===== src/rtl/ppm_pkg.sv =====
`timescale 1ns/1ps
package ppm_pkg;
   typedef enum logic [2:0] {
      OP_NOP     = 3'd0,
      OP_ALLOC   = 3'd1,
      OP_RESET   = 3'd2,
      OP_RX_POP  = 3'd3,
      OP_RX_FREE = 3'd4,
      OP_REL     = 3'd5,
      OP_TX_PUSH = 3'd6,
      OP_TX_CLR  = 3'd7
   } ppm_op_e;

   localparam int IB_RX     = 0;
   localparam int IB_TXDONE = 1;
   localparam int IB_TXIDLE = 2;
   localparam int IB_ALLOC  = 3;

   localparam logic [7:0] ACK_CLR_MASK = 8'hD6;
   localparam logic [7:0] NO_PAGE      = 8'h80;
   localparam logic [7:0] STATUS_RST   = 8'h04;

   localparam int QI_TX   = 0;
   localparam int QI_DONE = 1;
   localparam int QI_RX   = 2;
   localparam int NUM_Q   = 3;
endpackage


===== src/rtl/ppm_page_map.sv =====
`timescale 1ns/1ps
module ppm_page_map #(
   parameter int NUM_PAGES = 4,
   localparam int PW = $clog2(NUM_PAGES),
   localparam int CW = $clog2(NUM_PAGES + 1)
) (
   input  logic          clk,
   input  logic          rst_n,
   input  logic          clr_all,
   input  logic          rel_en,
   input  logic [PW-1:0] rel_idx,
   input  logic          alloc_en,
   output logic [PW-1:0] grant_idx,
   output logic          any_free,
   output logic [CW-1:0] used_cnt
);
   logic [NUM_PAGES-1:0] map_q;
   logic [NUM_PAGES-1:0] map_rel;

   // bitmap as seen after this cycle's release
   always_comb begin
      map_rel = map_q;
      for (int i = 0; i < NUM_PAGES; i++) begin
         if (rel_en && (rel_idx == PW'(i))) map_rel[i] = 1'b0;
      end
   end

   // lowest-numbered free page wins
   always_comb begin
      grant_idx = '0;
      for (int i = NUM_PAGES - 1; i >= 0; i--) begin
         if (!map_rel[i]) grant_idx = PW'(i);
      end
   end

   assign any_free = !(&map_rel);

   always_comb begin
      used_cnt = '0;
      for (int i = 0; i < NUM_PAGES; i++) used_cnt = used_cnt + CW'(map_q[i]);
   end

   always_ff @(posedge clk or negedge rst_n) begin
      if (!rst_n) begin
         map_q <= '0;
      end else if (clr_all) begin
         map_q <= '0;
      end else begin
         map_q <= map_rel;
         if (alloc_en) map_q[grant_idx] <= 1'b1;
      end
   end

   AST_GRANT_MARKED: assert property (@(posedge clk) disable iff (!rst_n)
      (alloc_en && !clr_all) |=> map_q[$past(grant_idx)]);
   AST_CLEAR_EMPTIES_MAP: assert property (@(posedge clk) disable iff (!rst_n)
      clr_all |=> (used_cnt == '0));
endmodule


===== src/rtl/ppm_queue.sv =====
`timescale 1ns/1ps
module ppm_queue #(
   parameter int DEPTH = 4,
   parameter int DW    = 2,
   localparam int CW   = $clog2(DEPTH + 1)
) (
   input  logic          clk,
   input  logic          rst_n,
   input  logic          clr,
   input  logic          push,
   input  logic [DW-1:0] din,
   input  logic          pop,
   output logic [DW-1:0] head,
   output logic [CW-1:0] cnt,
   output logic [CW-1:0] cnt_nxt,
   output logic          empty,
   output logic          full
);
   logic [DW-1:0] ent_q     [DEPTH];
   logic [DW-1:0] shift_src [DEPTH];
   logic [CW-1:0] cnt_q;
   logic [CW-1:0] wr_pos;
   logic          pop_ok;
   logic          push_ok;

   assign empty   = (cnt_q == '0);
   assign full    = (cnt_q == CW'(DEPTH));
   assign pop_ok  = pop && !empty;
   assign push_ok = push && (!full || pop_ok);
   assign wr_pos  = cnt_q - CW'(pop_ok);
   assign cnt_nxt = clr ? '0 : (cnt_q + CW'(push_ok) - CW'(pop_ok));
   assign head    = ent_q[0];
   assign cnt     = cnt_q;

   // each slot refills from its successor; the tail slot keeps its value
   for (genvar i = 0; i < DEPTH; i++) begin : g_src
      if (i == DEPTH - 1) begin : g_tail
         assign shift_src[i] = ent_q[i];
      end else begin : g_body
         assign shift_src[i] = ent_q[i+1];
      end
   end

   always_ff @(posedge clk or negedge rst_n) begin
      if (!rst_n) begin
         cnt_q <= '0;
         for (int i = 0; i < DEPTH; i++) ent_q[i] <= '0;
      end else begin
         cnt_q <= cnt_nxt;
         for (int i = 0; i < DEPTH; i++) begin
            if (push_ok && (wr_pos == CW'(i))) ent_q[i] <= din;
            else if (pop_ok)                   ent_q[i] <= shift_src[i];
         end
      end
   end

   AST_FULL_PUSH_DROPPED: assert property (@(posedge clk) disable iff (!rst_n)
      (push && full && !pop && !clr) |=> (cnt_q == $past(cnt_q)));
   AST_EMPTY_POP_HARMLESS: assert property (@(posedge clk) disable iff (!rst_n)
      (pop && empty && !push && !clr) |=> empty);
endmodule


===== src/rtl/ppm_irq.sv =====
`timescale 1ns/1ps
module ppm_irq import ppm_pkg::*; #(
   parameter int SW = 8
) (
   input  logic          clk,
   input  logic          rst_n,
   input  logic [SW-1:0] set_bits,
   input  logic [SW-1:0] clr_bits,
   input  logic [SW-1:0] force_bits,
   input  logic          mask_wr,
   input  logic [SW-1:0] mask_din,
   output logic [SW-1:0] status,
   output logic          irq
);
   logic [SW-1:0] status_q;
   logic [SW-1:0] mask_q;

   always_ff @(posedge clk or negedge rst_n) begin
      if (!rst_n) begin
         status_q <= SW'(STATUS_RST);
         mask_q   <= '0;
      end else begin
         status_q <= ((status_q & ~clr_bits) | set_bits) | force_bits;
         if (mask_wr) mask_q <= mask_din;
      end
   end

   assign status = status_q;
   assign irq    = |(status_q & mask_q);

   AST_MASK_ZERO_QUIET: assert property (@(posedge clk) disable iff (!rst_n)
      (mask_wr && (mask_din == '0)) |=> !irq);
endmodule


===== src/rtl/page_pool_mmu.sv =====
`timescale 1ns/1ps
module page_pool_mmu import ppm_pkg::*; #(
   parameter int NUM_PAGES = 4,
   localparam int PW = $clog2(NUM_PAGES),
   localparam int CW = $clog2(NUM_PAGES + 1)
) (
   input  logic          clk,
   input  logic          rst_n,
   input  logic          cmd_wr,
   input  logic [2:0]    cmd_code,
   input  logic [PW-1:0] pkt_num,
   input  logic          auto_rel,
   input  logic          ack_wr,
   input  logic [7:0]    ack_byte,
   input  logic          mask_wr,
   input  logic [7:0]    mask_byte,
   input  logic          tx_take,
   input  logic          rx_req,
   output logic          rx_accept,
   output logic [7:0]    alloc_result,
   output logic          tx_pending,
   output logic [PW-1:0] tx_head,
   output logic [7:0]    done_head,
   output logic [7:0]    rx_head,
   output logic [CW-1:0] used_pages,
   output logic [7:0]    int_status,
   output logic          irq
);
   initial begin
      if (NUM_PAGES < 2 || NUM_PAGES > 64)
         $fatal(1, "page_pool_mmu: NUM_PAGES must lie in 2..64");
   end

   ppm_op_e op;
   logic do_alloc, do_reset, do_rx_pop, do_rx_free, do_rel, do_txpush, do_txclr;
   logic rx_pop_any, ev_ack, ev_tx, rx_window;
   logic rel_en, retry_ok, alloc_ok, alloc_en, any_free;
   logic [PW-1:0] rel_idx, grant_idx;
   logic [7:0] res_q;
   logic       pend_q;
   logic [7:0] set_bits, clr_bits, force_bits;

   logic          q_clr     [NUM_Q];
   logic          q_push    [NUM_Q];
   logic          q_pop     [NUM_Q];
   logic [PW-1:0] q_din     [NUM_Q];
   logic [PW-1:0] q_head    [NUM_Q];
   logic [CW-1:0] q_cnt     [NUM_Q];
   logic [CW-1:0] q_cnt_nxt [NUM_Q];
   logic          q_empty   [NUM_Q];
   logic          q_full    [NUM_Q];

   // ---------------- event selection ----------------
   assign op         = ppm_op_e'(cmd_code);
   assign do_alloc   = cmd_wr && (op == OP_ALLOC);
   assign do_reset   = cmd_wr && (op == OP_RESET);
   assign do_rx_pop  = cmd_wr && (op == OP_RX_POP);
   assign do_rx_free = cmd_wr && (op == OP_RX_FREE);
   assign do_rel     = cmd_wr && (op == OP_REL);
   assign do_txpush  = cmd_wr && (op == OP_TX_PUSH);
   assign do_txclr   = cmd_wr && (op == OP_TX_CLR);
   assign rx_pop_any = do_rx_pop || do_rx_free;

   assign ev_ack    = ack_wr && !cmd_wr;
   assign ev_tx     = tx_take && !cmd_wr && !ack_wr && !q_empty[QI_TX];
   assign rx_window = rx_req && !cmd_wr && !ack_wr && !tx_take;
   assign rx_accept = rx_window && any_free && !q_full[QI_RX];

   // ---------------- page release source ----------------
   always_comb begin
      rel_en  = 1'b0;
      rel_idx = '0;
      if (do_rx_free && !q_empty[QI_RX]) begin
         rel_en  = 1'b1;
         rel_idx = q_head[QI_RX];
      end else if (do_rel) begin
         rel_en  = 1'b1;
         rel_idx = pkt_num;
      end else if (ev_tx && auto_rel) begin
         rel_en  = 1'b1;
         rel_idx = q_head[QI_TX];
      end
   end

   assign retry_ok = rel_en && pend_q && any_free;
   assign alloc_ok = do_alloc && any_free;
   assign alloc_en = alloc_ok || retry_ok || rx_accept;

   ppm_page_map #(.NUM_PAGES(NUM_PAGES)) i_map (
      .clk      (clk),
      .rst_n    (rst_n),
      .clr_all  (do_reset),
      .rel_en   (rel_en),
      .rel_idx  (rel_idx),
      .alloc_en (alloc_en),
      .grant_idx(grant_idx),
      .any_free (any_free),
      .used_cnt (used_pages)
   );

   // ---------------- allocation result ----------------
   always_ff @(posedge clk or negedge rst_n) begin
      if (!rst_n) begin
         res_q  <= '0;
         pend_q <= 1'b0;
      end else if (do_reset) begin
         res_q  <= '0;
         pend_q <= 1'b0;
      end else if (do_alloc) begin
         res_q  <= any_free ? 8'(grant_idx) : NO_PAGE;
         pend_q <= !any_free;
      end else if (retry_ok) begin
         res_q  <= 8'(grant_idx);
         pend_q <= 1'b0;
      end
   end
   assign alloc_result = res_q;

   // ---------------- queues ----------------
   always_comb begin
      q_clr[QI_TX]    = do_reset || do_txclr;
      q_push[QI_TX]   = do_txpush;
      q_din[QI_TX]    = pkt_num;
      q_pop[QI_TX]    = ev_tx;
      q_clr[QI_DONE]  = do_reset || do_txclr;
      q_push[QI_DONE] = ev_tx && !auto_rel;
      q_din[QI_DONE]  = q_head[QI_TX];
      q_pop[QI_DONE]  = ev_ack && ack_byte[IB_TXDONE];
      q_clr[QI_RX]    = do_reset;
      q_push[QI_RX]   = rx_accept;
      q_din[QI_RX]    = grant_idx;
      q_pop[QI_RX]    = rx_pop_any;
   end

   for (genvar q = 0; q < NUM_Q; q++) begin : g_q
      ppm_queue #(.DEPTH(NUM_PAGES), .DW(PW)) i_queue (
         .clk    (clk),
         .rst_n  (rst_n),
         .clr    (q_clr[q]),
         .push   (q_push[q]),
         .din    (q_din[q]),
         .pop    (q_pop[q]),
         .head   (q_head[q]),
         .cnt    (q_cnt[q]),
         .cnt_nxt(q_cnt_nxt[q]),
         .empty  (q_empty[q]),
         .full   (q_full[q])
      );
   end

   assign tx_pending = !q_empty[QI_TX];
   assign tx_head    = q_head[QI_TX];
   assign done_head  = q_empty[QI_DONE] ? NO_PAGE : 8'(q_head[QI_DONE]);
   assign rx_head    = q_empty[QI_RX]   ? NO_PAGE : 8'(q_head[QI_RX]);

   // ---------------- interrupt status ----------------
   always_comb begin
      set_bits   = '0;
      clr_bits   = '0;
      force_bits = '0;
      if (alloc_ok || retry_ok) set_bits[IB_ALLOC] = 1'b1;
      if (do_alloc)             clr_bits[IB_ALLOC] = 1'b1;
      if (rx_accept || (rx_pop_any && (q_cnt[QI_RX] > CW'(1)))) set_bits[IB_RX] = 1'b1;
      if (rx_pop_any && (q_cnt[QI_RX] <= CW'(1)))               clr_bits[IB_RX] = 1'b1;
      if (ev_ack) clr_bits = clr_bits | (ack_byte & ACK_CLR_MASK);
      if (q_cnt_nxt[QI_TX] == '0)   force_bits[IB_TXIDLE] = 1'b1;
      if (q_cnt_nxt[QI_DONE] != '0) force_bits[IB_TXDONE] = 1'b1;
   end

   ppm_irq #(.SW(8)) i_irq (
      .clk       (clk),
      .rst_n     (rst_n),
      .set_bits  (set_bits),
      .clr_bits  (clr_bits),
      .force_bits(force_bits),
      .mask_wr   (mask_wr),
      .mask_din  (mask_byte),
      .status    (int_status),
      .irq       (irq)
   );

   AST_TX_IDLE_FORCED: assert property (@(posedge clk) disable iff (!rst_n)
      q_empty[QI_TX] |-> int_status[IB_TXIDLE]);
   AST_TXDONE_FORCED: assert property (@(posedge clk) disable iff (!rst_n)
      !q_empty[QI_DONE] |-> int_status[IB_TXDONE]);
   AST_ALLOC_GRANTED: assert property (@(posedge clk) disable iff (!rst_n)
      (do_alloc && (used_pages != CW'(NUM_PAGES))) |=> (!alloc_result[7] && int_status[IB_ALLOC]));
   AST_RESET_ALL_EMPTIES: assert property (@(posedge clk) disable iff (!rst_n)
      do_reset |=> (!tx_pending && (rx_head == NO_PAGE) && (done_head == NO_PAGE)));
endmodule


===== config.mk =====
export PLATFORM = sky130hd
export DESIGN_NAME = page_pool_mmu
export DESIGN_NICKNAME = d
export VERILOG_FILES = /design/src/rtl/ppm_pkg.sv /design/src/rtl/ppm_page_map.sv /design/src/rtl/ppm_queue.sv /design/src/rtl/ppm_irq.sv /design/src/rtl/page_pool_mmu.sv
export SDC_FILE = /design/constraint.sdc
export NUM_CORES = 1
export LEC_CHECK = 0
export BUFFER_PORTS_ARGS = -buffer_cell sky130_fd_sc_hd__buf_4
export CAP_MARGIN = 20
export CORE_MARGIN = 2
export CORE_UTILIZATION = 55
export DETAILED_ROUTE_END_ITERATION = 10
export PLACE_DENSITY_LB_ADDON = 0.3
export REMOVE_ABC_BUFFERS = 1
export SYNTH_ARGS = -nofsm -noshare
export SYNTH_HDL_FRONTEND = slang
export SYNTH_SLANG_ARGS = --single-unit
export TNS_END_PERCENT = 10

===== constraint.sdc =====
create_clock -name clk -period 4.1 [get_ports clk]
set_input_delay 0.82 -clock clk [delete_from_list [all_inputs] [get_ports clk]]
set_output_delay 0.82 -clock clk [all_outputs]
set_load 0.05 [all_outputs]

; ---- Word-level counts from Yosys, hierarchy flattened
; Index checks and enable logic that the tools add are counted.
[classes]
n_addsub = 12
order_cmp = 4
n_eq_ne = 22
mux = 55
bitwise = 7
n_reduce_logical = 88
[op_table]
columns = cell, count
row1 = two-way mux 8 bit, 7
row2 = two-way mux 2 bit, 25
row3 = logical AND 1 bit, 48
row4 = "== test 3 x 2 -> 1 bit, second input constant", 8
row5 = "== test 3 bit, second input constant", 7
row6 = logical NOT 3 bit, 7
row7 = nonzero test 2 bit, 9
row8 = subtractor 3 x 1 -> 3 bit, 6
row9 = two-way mux 1 bit, 17
row10 = bitwise AND 8 bit, 2
row11 = adder 3 x 1 -> 3 bit, 5
row12 = "== test 3 x 1 -> 1 bit, second input constant", 4
row13 = logical NOT 1 bit, 11
row14 = two-way mux 3 bit, 3
row15 = logical OR 1 bit, 8
row16 = two-way mux 4 bit, 2
row17 = inverter 8 bit, 1
row18 = OR 4 x 8 -> 8 bit, 1
row19 = OR 8 x 3 -> 8 bit, 1
row20 = OR 8 x 4 -> 8 bit, 1
row21 = OR reduction 8 bit, 1
row22 = nonzero test 3 bit, 2
row23 = "== test 2 bit, second input constant", 2
row24 = OR 4 bit, 1
row25 = 9 further kinds, 9
[word_totals]
regBits = 62
input_bits = 29
output_inout_bits = 40
word_cells = 208

; ---- Longest topological paths before layout
[depth]
word_depth = 22
depth_mapped = 14
mapped_depth_nobuf = 13

; ---- Hierarchy
; Synthesis repeated with hierarchy kept, for this count alone.
[unflattened]
cells_unflattened = 351
area_unflattened_um2 = 3779.9
[modules_own_cells]
columns = module, instances, cells_each, area_each_um2, seq_area_each_um2
row1 = ppm_queue, 3, 57, 723.2, 275.3
row2 = ppm_irq, 1, 54, 669.4, 401.6
row3 = page_pool_mmu, 1, 86, 620.6, 75.1
row4 = ppm_page_map, 1, 40, 320.3, 100.1

; ---- Worst setup path before layout
; OpenSTA, ideal clock, no wires.
[synth_path]
path_type = input to register
startpoint = input cmd_wr
endpoint = register i_irq.status_q[1] (netlist: i_irq.status[1])
setup_ns = 0.129
arrival_ns = 3.116
required_time_ns = 3.971
setup_slack_ns = 0.856
stages = 12
path_buffers = 2
cell_sequence = buf_2 nand3b_1 nor2_1 clkbuf_1 ha_1 inv_1 ha_1 fa_1 xnor2_1 xnor2_1 nor2_1 a2111o_1
[synth_between]
elab_chain_cells = 12
word_cells_on_any_way = 23
classes_between = add/sub (2) / mux (3) / bitwise (4) / reduce/logical (14)
[synth_rtl]
columns = item, line_no
row1 = "start, declared", page_pool_mmu.sv:9  ; input logic cmd_wr,
row2 = logical NOT 1 bit, "page_pool_mmu.sv:64, page_pool_mmu.sv:65"
row3 = "logical AND 1 bit, on equally long branches", "page_pool_mmu.sv:65, page_pool_mmu.sv:64"
row4 = "logical AND 1 bit, on equally long branches", "page_pool_mmu.sv:65, page_pool_mmu.sv:128"
row5 = "logical AND 1 bit, on equally long branches", "page_pool_mmu.sv:65, ppm_queue.sv:28"
row6 = logical AND 1 bit / logical OR 1 bit (equally long branches), "page_pool_mmu.sv:126, ppm_queue.sv:29"
row7 = logical AND 1 bit, ppm_queue.sv:29  ; assign push_ok = push && (!full || pop_ok);
row8 = adder 3 x 1 -> 3 bit, ppm_queue.sv:31  ; assign cnt_nxt = clr ? '0 : (cnt_q + CW'(push_ok) - CW'(pop_ok));
row9 = subtractor 3 x 1 -> 3 bit, ppm_queue.sv:31
row10 = two-way mux 3 bit (*), ppm_queue.sv:31
row11 = via g_q[1].i_queue.cnt_nxt[2], ppm_queue.sv:15  ; output logic [CW-1:0] cnt_nxt,
row12 = nonzero test 3 bit (*), page_pool_mmu.sv:167  ; if (q_cnt_nxt[QI_DONE] != '0) force_bits[IB_TXDONE] = 1'b1;
row13 = two-way mux 1 bit (*), page_pool_mmu.sv:167
row14 = OR 8 x 3 -> 8 bit (*), ppm_irq.sv:23  ; status_q <= ((status_q & ~clr_bits) | set_bits) | force_bits;
row15 = "end signal, assigned", ppm_irq.sv:20  ; status_q <= SW'(STATUS_RST);
row16 = "end signal, assigned", ppm_irq.sv:23
row17 = "end, declared", ppm_irq.sv:15  ; logic [SW-1:0] status_q;
; The timed path passes the listed nets; every way through them passes the cells marked *.
; A chain may end at the register's enable or synchronous reset.

; ---- Worst setup path in the final report
[layout_path]
startpoint = register g_q[0].i_queue.cnt_q[2]
endpoint = register g_q[0].i_queue.ent_q (netlist bit g_q[0].i_queue.head[1])
[layout_between]
elab_chain_cells = 8
word_cells_on_any_way = 13
classes_between = add/sub (1) / eq/ne (1) / mux (1) / reduce/logical (10)
[layout_rtl]
columns = item, line_no
row1 = "start, declared", ppm_queue.sv:21  ; logic [CW-1:0] cnt_q;
row2 = "start signal, assigned", ppm_queue.sv:49  ; cnt_q <= cnt_nxt;
row3 = logical NOT 3 bit, ppm_queue.sv:26  ; assign empty = (cnt_q == '0);
row4 = logical NOT 1 bit, "ppm_queue.sv:28, page_pool_mmu.sv:65"
row5 = logical AND 1 bit, page_pool_mmu.sv:65  ; assign ev_tx = tx_take && !cmd_wr && !ack_wr && !q_empty[QI_TX];
row6 = logical AND 1 bit, ppm_queue.sv:28  ; assign pop_ok = pop && !empty;
row7 = subtractor 3 x 1 -> 3 bit / logical OR 1 bit (equally long branches), "ppm_queue.sv:30, ppm_queue.sv:29"
row8 = logical NOT 3 bit / logical AND 1 bit (equally long branches), "ppm_queue.sv:51, ppm_queue.sv:29"
row9 = logical AND 1 bit, ppm_queue.sv:51  ; if (push_ok && (wr_pos == CW'(i))) ent_q[i] <= din;
row10 = two-way mux 2 bit / nonzero test 2 bit (equally long branches), n/a
row11 = "end signal, assigned by index", ppm_queue.sv:51
row12 = "end signal, assigned by index", ppm_queue.sv:52  ; else if (pop_ok) ent_q[i] <= shift_src[i];
row13 = "end, declared", ppm_queue.sv:19  ; logic [DW-1:0] ent_q [DEPTH];
; Several ways; a longest one is shown, not always the timed one.

==> out/results.txt <==
Initial core utilization: 55.92%
1st-pass router iterations: 4
Worst EP arrival: 3.48 ns
Clk pwr share: 16.0%
Die width: 81.13 um
PD cells: 616.1 nW/um^2
Number of synthesized flops with an enable pin: 0
CP Capture Type: flop
Hold Violations, Final: 0
Kind of critical path: flop to flop
Final Power: 2.286 mW
CTS Sinks: 54
Tcrit/Tclk final: 79.81%
Min Tclk post-route: 3.272 ns
Largest net degree at the start of global routing: 55
Full die area: 6582 um^2
Clk_lat worst skew: 0.31 ns
Crit start category: flop
Vias in the first global route: 2431
Post-CTS Setup Inserts: 0
Crit. Startpoint: g_q[0].i_queue.cnt[2]
N_diodes: 0
Synth Instances: 329
Status: finished, final reports clean
Synthesized area: 3272 um^2
First-pass GRT wire length: 11110 um
Num ports: 69
Post-DRT Antenna Nets: 0
Reg2Reg Depth: 12
Worst relative slew slack: 33.53%
Min-delay src: g_q[1].i_queue.ent_q[1]
Sequential fraction of the synthesis area: 41.34%
Worst VDD drop: 0.5067 mV
Worst Hold Depth: 2
NumNets Final: 419
YS warnings: 0
Area after DPL: 3595 um^2
CTS resizes: 0
Cts hold-fix bufs: 0
Area growth syn-to-layout: 13.42%
Max Root-Sink Buffers: 2
TritonCTS clock tree: built
Leakage Power: 1.770 nW
Final instance area: 3711 um^2
Worst Hold Class: flop to flop
CP Max Fanout: 10
# rows: 28
Max Cap Viol: 0
GRT Util Overall: 21.82%
Top_reg_cell synth: dfrtp_1
Reg clk slew, reported paths: 0.10 ns
Switch share: 44.75%
Pint: 1.263 mW
Register bit total from synthesis: 54
Core Box Area: 5851 um^2
RSZ-0062 raised after global routing: no
Slew @ Worst Pin: 0.9894 ns
Max Freq: 0.3056 GHz
Layout cell share with drive strength beyond 1: 20.97%
Root buf cell: clkbuf_8
Worst Skew: 0.007218 ns
Die H: 81.13 um
TNS Setup: 0 ns
Asr flop ratio synth: 100.0%
Met3 Usage GRT: 4.111%
Yosys cell types: 64
CP Data Required Time: 4.31 ns
Port-buffer cells: 48
Slew Viols, Final: 0
Vias/cell: 5.702
Routing usage on met1: 27.44%
Total congestion overflow: 0
Grt peak-use layer: met2
M2 GR Usage: 38.26%
HPWL after detailed placement: 5160 um
Total CTS buffers: 5
Initial antenna violation count: 0
Mean Syn Cell Area: 9.945 um^2
GPL Wtd Cong: 0.8561
Setup Viol. Count Final: 0
DRC Markers: 0
Wirelength, routed: 6771 um
Initial detailed-routing violation count: 139
WL per Instance: 15.15 um
NetSw: 1.023 mW
Via Count: 2549
Comb power frac: 47.7%
FF-to-FF Start: g_q[0].i_queue.cnt[2]
H-tree depth: 2
Sequential share of power: 36.3%
power groups by stage:
stage / Combinational [mW] / Clock (mW) / Sequential [mW]
floorplan: 0.747 / 0 / 0.888
global placement: 1.06 / 0 / 0.833
detailed placement: 1.09 / 0 / 0.836
CTS: 1.09 / 0.374 / 0.828
global route: 1.19 / 0.400 / 0.849
finish: 1.09 / 0.367 / 0.830
cells in the mapped netlist (4+ instances only):
cell | count | area share (%)
dfrtp_1 | 53 | 41
nand2_1 | 28 | 3.2
inv_1 | 26 | 3.0
buf_4 | 21 | 4.8
ha_1 | 15 | 5.7
o21ai_0 | 15 | 2.3
nor2_1 | 14 | 1.6
mux2_2 | 12 | 4.1
a221o_1 | 8 | 2.4
nand3_1 | 8 | 1.2
nor2b_1 | 8 | 1.5
nor3_1 | 8 | 1.2
nor4_1 | 6 | 1.1
o31ai_1 | 6 | 1.4
a22oi_1 | 5 | 1.1
clkbuf_1 | 5 | 0.57
o22ai_1 | 5 | 0.96
xnor2_1 | 5 | 1.3
a21boi_0 | 4 | 0.92
a31oi_1 | 4 | 0.76
fa_1 | 4 | 2.4
mux2i_1 | 4 | 1.2
xor2_1 | 4 | 1.1
cell usage in the layout, fill, tap and decap left out, types with 4 or more instances in the layout:
cell / instances
nor2_1: 14
o21ai_0: 15
buf_4: 50
dfrtp_1: 53
nand3_1: 8
a22oi_1: 5
inv_1: 26
conb_1: 16
mux2_2: 12
o22ai_1: 5
nor3_1: 8
a31oi_1: 4
nand2_1: 28
xnor2_1: 5
fa_1: 4
ha_1: 15
xor2_1: 4
nor2b_1: 8
clkbuf_8: 5
o31ai_1: 6
a21boi_0: 4
nor4_1: 6
mux2i_1: 4
a221o_1: 8
worst paths after layout:
| kind | slack (ns) | end |
|---|---|---|
| worst max-delay path | 0.83 | g_q[0].i_queue.head[1] |
| worst max register to register | 0.83 | g_q[0].i_queue.head[1] |
| worst min register to register | 0.50 | g_q[1].i_queue.ent_q[1] |
| worst min-delay path | 0.50 | g_q[1].i_queue.ent_q[1] |
| min in group asynchronous | 0.53 | i_irq.mask_q[1] |
| max in group asynchronous | 3.10 | g_q[2].i_queue.cnt[0] |
logic make-up (layout without fill, tap and decap cells):
family	count (synthesis)	in the layout	synth area share, %
buf+inv	57	85	9.330
fa+ha+maj	19	19	8.184
compound gates	67	67	14.80
xor+xnor	9	9	2.409
simple gates	106	106	18.47
flops	54	54	41.34
other cells	1	16	0.1146
mux	16	16	5.354
per-layer routing:
layer | wire (um) | vias up | part of all wire (%)
li1 | - | 1229 | -
met1 | 2941 | 1247 | 43
met2 | 3395 | 65 | 50
met3 | 359 | 8 | 5.3
met4 | 74 | 0 | 1.1
met5 | 0 | - | 0
final cells by class:
| type | instances | area, um^2 |
|---|---|---|
| fillers | 495 | 2140 |
| multi-input cells | 233 | 1670 |
| flip-flops and latches | 54 | 1353 |
| repair buffers | 50 | 375.4 |
| inverters | 27 | 102.6 |
| well taps | 75 | 93.84 |
| clock buffers | 5 | 68.82 |
| clock inverters | 3 | 47.55 |
sequential cells by signal, indices dropped and copies added, names as in the netlist:
register,cells
g_q.i_queue.ent_q,18
g_q.i_queue.cnt,9
i_irq.mask_q,7
i_irq.status,7
g_q.i_queue.head,6
i_map.map_q,4
alloc_result,3
through the flow:
step	cells	utilization, %	worst slack, ns	hold slack, ns
6_report	447	63.43	0.8277	0.4960
5_1_grt	447	63.43	0.5222	0.5196
4_1_cts	447	63.43	0.8813	0.5005
3_5_place_dp	439	61.44	0.5728	0.4725
3_3_place_gp	439	61.44	0.6533	0.4617
2_1_floorplan	314	-	0.1203	0.4460
critical path: stages, from the launching register on:
cell and delay, ns:
dfrtp_1 0.46, nor3_1 0.41, inv_1 0.23, nand2b_4 0.18, clkinv_2 0.16, ha_1 0.27
ha_1 0.21, xor2_1 0.16, a311oi_1 0.42, nand2_1 0.10, nor2_1 0.23, nor3_1 0.08
a221o_1 0.26
Note: power is estimated with default switching activity, not from simulation.
